===== src/rtl/iv_timer_pkg.sv =====
package iv_timer_pkg;
  typedef enum logic [1:0] {
    DIV_1    = 2'd0,
    DIV_8    = 2'd1,
    DIV_64   = 2'd2,
    DIV_1024 = 2'd3
  } div_sel_e;

  // log2 of clocks per unit, one 4-bit field per select value
  localparam logic [15:0] DEF_SHIFTS = {4'd10, 4'd6, 4'd3, 4'd0};
endpackage


===== src/rtl/iv_prescaler.sv =====
module iv_prescaler #(
  parameter int ADDR_W = 2,
  parameter int PRE_W  = 10,
  parameter int SH_W   = 4,
  parameter logic [SH_W*(1<<ADDR_W)-1:0] SHIFT_TAB = iv_timer_pkg::DEF_SHIFTS
) (
  input  logic              clk,
  input  logic              rst,
  input  logic              restart,
  input  logic [ADDR_W-1:0] sel,
  input  logic              run,
  input  logic              bypass,
  output logic              tick
);
  localparam int NUM_DIV = 1 << ADDR_W;

  logic [PRE_W-1:0]  lim [NUM_DIV];
  logic [PRE_W-1:0]  phase;
  logic [ADDR_W-1:0] sel_q;

  genvar g;
  generate
    for (g = 0; g < NUM_DIV; g++) begin : g_lim
      assign lim[g] = PRE_W'((32'd1 << SHIFT_TAB[g*SH_W +: SH_W]) - 32'd1);
    end
  endgenerate

  assign tick = run && !restart && (bypass || (phase == lim[sel_q]));

  always_ff @(posedge clk) begin
    if (rst) begin
      phase <= '0;
      sel_q <= '0;
    end else if (restart) begin
      phase <= '0;
      sel_q <= sel;
    end else if (!run || bypass || tick) begin
      phase <= '0;
    end else begin
      phase <= phase + PRE_W'(1);
    end
  end


  phase_bound_chk: assert property (@(posedge clk) disable iff (rst)
    phase <= lim[sel_q]);
endmodule


===== src/rtl/iv_count_core.sv =====
module iv_count_core #(
  parameter int CNT_W = 8
) (
  input  logic             clk,
  input  logic             rst,
  input  logic             load,
  input  logic [CNT_W-1:0] load_val,
  input  logic             tick,
  output logic [CNT_W-1:0] count,
  output logic             expired,
  output logic             running,
  output logic             wrap
);
  assign wrap = tick && running && !load && (count == '0);

  always_ff @(posedge clk) begin
    if (rst) begin
      count   <= '0;
      expired <= 1'b0;
      running <= 1'b0;
    end else if (load) begin
      count   <= load_val;
      expired <= 1'b0;
      running <= 1'b1;
    end else if (tick && running) begin
      count <= count - CNT_W'(1);
      if (count == '0) expired <= 1'b1;
    end
  end


  hold_chk: assert property (@(posedge clk) disable iff (rst)
    (!running && !load) |=> $stable(count));

  load_chk: assert property (@(posedge clk) disable iff (rst)
    load |=> (count == $past(load_val)) && !expired);

  zero_exit_chk: assert property (@(posedge clk) disable iff (rst)
    wrap |=> expired && (count == '1));

  free_run_chk: assert property (@(posedge clk) disable iff (rst)
    (expired && !load) |=> (count == $past(count) - CNT_W'(1)));
endmodule


===== src/rtl/iv_flag.sv =====
module iv_flag (
  input  logic clk,
  input  logic rst,
  input  logic set,
  input  logic clr_rd,
  input  logic clr_wr,
  output logic flag
);
  always_ff @(posedge clk) begin
    if (rst)         flag <= 1'b0;
    else if (clr_wr) flag <= 1'b0;
    else if (set)    flag <= 1'b1;
    else if (clr_rd) flag <= 1'b0;
  end


  flag_set_chk: assert property (@(posedge clk) disable iff (rst)
    (set && !clr_wr) |=> flag);

  flag_rd_clr_chk: assert property (@(posedge clk) disable iff (rst)
    (clr_rd && !set && !clr_wr) |=> !flag);

  flag_wr_clr_chk: assert property (@(posedge clk) disable iff (rst)
    clr_wr |=> !flag);
endmodule


===== src/rtl/iv_timer.sv =====
module iv_timer #(
  parameter int CNT_W  = 8,
  parameter int ADDR_W = 2,
  parameter int PRE_W  = 10,
  parameter int SH_W   = 4,
  parameter logic [SH_W*(1<<ADDR_W)-1:0] SHIFT_TAB = iv_timer_pkg::DEF_SHIFTS
) (
  input  logic              clk,
  input  logic              rst,
  input  logic              cs,
  input  logic              we,
  input  logic [ADDR_W-1:0] addr,
  input  logic [CNT_W-1:0]  wr_data,
  output logic [CNT_W-1:0]  rd_data,
  output logic              irq_flag
);
  logic             wr_en, rd_en, tick, expired, running, wrap;
  logic [CNT_W-1:0] count;

  assign wr_en = cs && we;
  assign rd_en = cs && !we;

  iv_prescaler #(
    .ADDR_W(ADDR_W), .PRE_W(PRE_W), .SH_W(SH_W), .SHIFT_TAB(SHIFT_TAB)
  ) u_pre (
    .clk(clk), .rst(rst), .restart(wr_en), .sel(addr),
    .run(running), .bypass(expired), .tick(tick)
  );

  iv_count_core #(.CNT_W(CNT_W)) u_core (
    .clk(clk), .rst(rst), .load(wr_en), .load_val(wr_data), .tick(tick),
    .count(count), .expired(expired), .running(running), .wrap(wrap)
  );

  iv_flag u_flag (
    .clk(clk), .rst(rst), .set(wrap), .clr_rd(rd_en), .clr_wr(wr_en),
    .flag(irq_flag)
  );

  always_ff @(posedge clk) begin
    if (rst)        rd_data <= '0;
    else if (rd_en) rd_data <= count;
  end


  read_chk: assert property (@(posedge clk) disable iff (rst)
    rd_en |=> (rd_data == $past(count)));

  rd_hold_chk: assert property (@(posedge clk) disable iff (rst)
    !rd_en |=> $stable(rd_data));
endmodule


===== config.mk =====
export PLATFORM = sky130hd
export DESIGN_NAME = iv_timer
export DESIGN_NICKNAME = d
export VERILOG_FILES = /design/src/rtl/iv_timer_pkg.sv /design/src/rtl/iv_prescaler.sv /design/src/rtl/iv_count_core.sv /design/src/rtl/iv_flag.sv /design/src/rtl/iv_timer.sv
export SDC_FILE = /design/constraint.sdc
export NUM_CORES = 1
export LEC_CHECK = 0
export ABC_CLOCK_PERIOD_IN_PS = 2400
export BUFFER_PORTS_ARGS = -buffer_cell sky130_fd_sc_hd__buf_2
export CORE_UTILIZATION = 55
export DETAILED_ROUTE_END_ITERATION = 8
export PLACE_DENSITY = 0.77
export SYNTH_ARGS = -nofsm -noshare
export SYNTH_HDL_FRONTEND = slang
export SYNTH_SLANG_ARGS = --single-unit

===== constraint.sdc =====
create_clock -name clk -period 2.4 [get_ports clk]
set_input_delay 0.24 -clock clk [delete_from_list [all_inputs] [get_ports clk]]
set_output_delay 0.24 -clock clk [all_outputs]
set_load 0.01 [all_outputs]

==> impl_metrics.yaml <==
final_layout:
  n_antenna_cell: 0
  final_core_util: 0.668
  final_nets: 204
  layout-drive-gt1-share: 0.225
  fillers: 224
  syn_to_final_growth_pct: 11.3
synthesis:
  yosysUniqueCellTypes: 44
  avgSynthCellArea_um2: 9.32
  synth_seq_cells: 31
  syn_nets: 180
  synth_area_um2: 1530
  ys_warn_count: 0
  async_flop_share: 0
  ys.flop_type: "dfxtp_1"
  synth-edff-count: 0
  ys_seq_area_frac: 0.406
  synth_cells: 164
grt:
  grt_max_degree: 23
  grt_usage: 0.244
  antenna_found_initial: 0
  grt_pass1_vias: 1111
  grt_overflow: 0
  grt_pass1_wl_um: 4950
critical_path:
  cp-start-kind: "flip-flop"
  critPathArrivalTime_ps: 2410
  r2r_setup_slack_ps: 220
  end_kind: "flip-flop"
  r2r.worst_path.cells: 6
  cp_max_fo: 12
  reg2reg_to: "u_core.count[6]"
  r2r_start: "u_pre.sel_q[1]"
  crit_end: "u_core.count[6]"
  crit_start: "u_pre.sel_q[1]"
  cp.required_ps: 2630
  worstSetupPathType: "reg2reg"
clocking:
  numClockSinks: 31
  post_cts_buffers: 0
  cts_resized: 0
  clock_tree.buffer_depth: 2
  holdBufCountCts: 0
  numCtsBuffers: 5
  cts_tree: "done"
  cts_root_buf: "clkbuf_4"
  path_clk_slew_ps: 90
  clk_latency_ps: 330
  htreeDepth: 2
sta:
  drv_slew: 0
  tightestPinTransition_ps: 576
  skew_ps: 4.41
  max_clock_freq_ghz: 0.459
  relSlewSlack: 0.613
  fin_setup_tns_ps: 0
  finalCritPeriodShare: 0.909
  rsz0062_at_grt: "no"
  setup_viol: 0
  min_period_ps: 2180
  hold_viol: 0
drt:
  dr_total_vias: 1258
  wl_um: 3040
  vias_per_cell: 5.80
  dr.pass1.iters: 4
  post-route-drc-count: 0
  drtIter0Drc: 20
  antenna_left: 0
  wl_per_cell_um: 14.0
flow_run:
  maxCapViolations: 0
min_path:
  hp-class: "in2reg"
  hold_depth: 3
place:
  port_buffers: 22
  gp_congestion: 0.822
  hpwl_um: 2210
pwr:
  p_leak_nw: 0.693
  cellPowerDensity_nw_per_um2: 575
  ir_drop_uv: 386
floorplan:
  core_region_area_um2: 2540
  rows: 18
  ioPinCount: 23
  initial_core_util: 0.600
  die_x_um: 54.7
  die_area_um2: 2990
  dieHeight_um: 54.7
run_status:
  status: "finished clean"
worst max-delay path, cell delays in order (launching register included):
cell and delay, ps:
dfxtp_1 420, or4_1 550, a21boi_1 250, o31ai_1 180, nor2_4 210, a311oi_1 140
a2111oi_2 320
report_power, final:
group,internal (W),total (W),switching (W)
Sequential,0.000535,0.000560,0.0000251
Combinational,0.0000718,0.000152,0.0000803
Clock,0.000104,0.000265,0.000161
Total,0.000710,0.000977,0.000267
logic make-up after synthesis:
group	Yosys count	share of synthesized area
flip-flops	31	0.406
AND/OR/NAND/NOR	75	0.261
multiplexers	6	0.0393
adder cells (fa/ha/maj)	2	0.0164
AO/OA/AOI/OAI	29	0.185
buffers and inverters	9	0.0229
XOR/XNOR	12	0.0688
how the worst min path moves through the flow:
stage | startpoint | end | slack [ps]
floorplan | addr[1] | u_pre.sel_q[1] | 380
global placement | rd_data[0] | rd_data[0] | 460
detailed placement | rd_data[0] | rd_data[0] | 480
finish | addr[0] | u_pre.sel_q[0] | 150
CTS | addr[0] | u_pre.sel_q[0] | 140
global route | addr[1] | u_pre.sel_q[1] | 170
metal layers:
metal / global-route usage / up-vias / wire length, µm
li1: - / 640 / -
met1: 0.323 / 577 / 1520
met2: 0.345 / 33 / 1320
met3: 0.0583 / 8 / 157
met4: 0.162 / 0 / 51
met5: 0 / - / 0
cell type report:
type | instances | area, µm² | share of cell area
Tap cell | 30 | 37.5 | 0.0221
Multi-Input combinational cell | 124 | 872 | 0.513
Inverter | 3 | 11.3 | 0.00662
Sequential cell | 31 | 621 | 0.365
Timing Repair Buffer | 23 | 118 | 0.0692
Clock buffer | 6 | 41.3 | 0.0243
state kept, by name, indices dropped and copies added, names as in the netlist:
name and flops:
rd_data 8, u_flag.flag 1, u_core.running 1, u_pre.sel_q 2, u_pre.phase 10, u_core.expired 1
u_core.count 8
stage by stage:
stage	power, W	std cells	area (µm²)	setup WS, ps	hold slack (ps)
after detailed placement	0.000723	211	1660	242	481
final	0.000977	217	1700	219	145
after floorplan	0.000682	164	1530	462	376
after CTS	0.000983	217	1700	230	137
after global routing	0.00102	217	1700	99.8	169
after global placement	0.000717	211	1660	367	464
cells in the mapped netlist (2+ instances only):
cell type	number	area, µm²
nor2_1	33	124
dfxtp_1	31	621
nand2_1	9	33.8
mux2i_1	6	60.1
xnor2_1	6	52.6
xor2_1	6	52.6
a21oi_1	5	25.0
clkbuf_1	5	18.8
nand3_1	4	20.0
a211oi_2	3	37.5
a311oi_1	3	26.3
and2_1	3	18.8
and3_1	3	18.8
inv_1	3	11.3
nand4_1	3	18.8
or3_1	3	18.8
a2111oi_2	2	30.0
a211oi_1	2	15.0
a41o_1	2	20.0
and4_1	2	17.5
ha_1	2	25.0
nand3b_1	2	15.0
nor3_1	2	10.0
nor4_1	2	12.5
o21ai_0	2	10.0
o31ai_1	2	15.0
cell usage in the layout (no fill, tap or decap), types with 2 or more instances in the layout:
cell type,netlist,layout
a2111oi_2,2,2
a211oi_1,2,2
a211oi_2,3,3
a21oi_1,5,5
a311oi_1,3,3
a41o_1,2,2
and2_1,3,3
and3_1,3,3
and4_1,2,2
buf_2,1,22
clkbuf_4,0,5
dfxtp_1,31,31
ha_1,2,2
inv_1,3,3
mux2i_1,6,6
nand2_1,9,9
nand3_1,4,4
nand3b_1,2,2
nand4_1,3,3
nor2_1,33,33
nor3_1,2,2
nor4_1,2,2
o21ai_0,2,2
o31ai_1,2,2
or3_1,3,3
xnor2_1,6,6
xor2_1,6,6
Note: power is estimated with default switching activity, not from simulation.
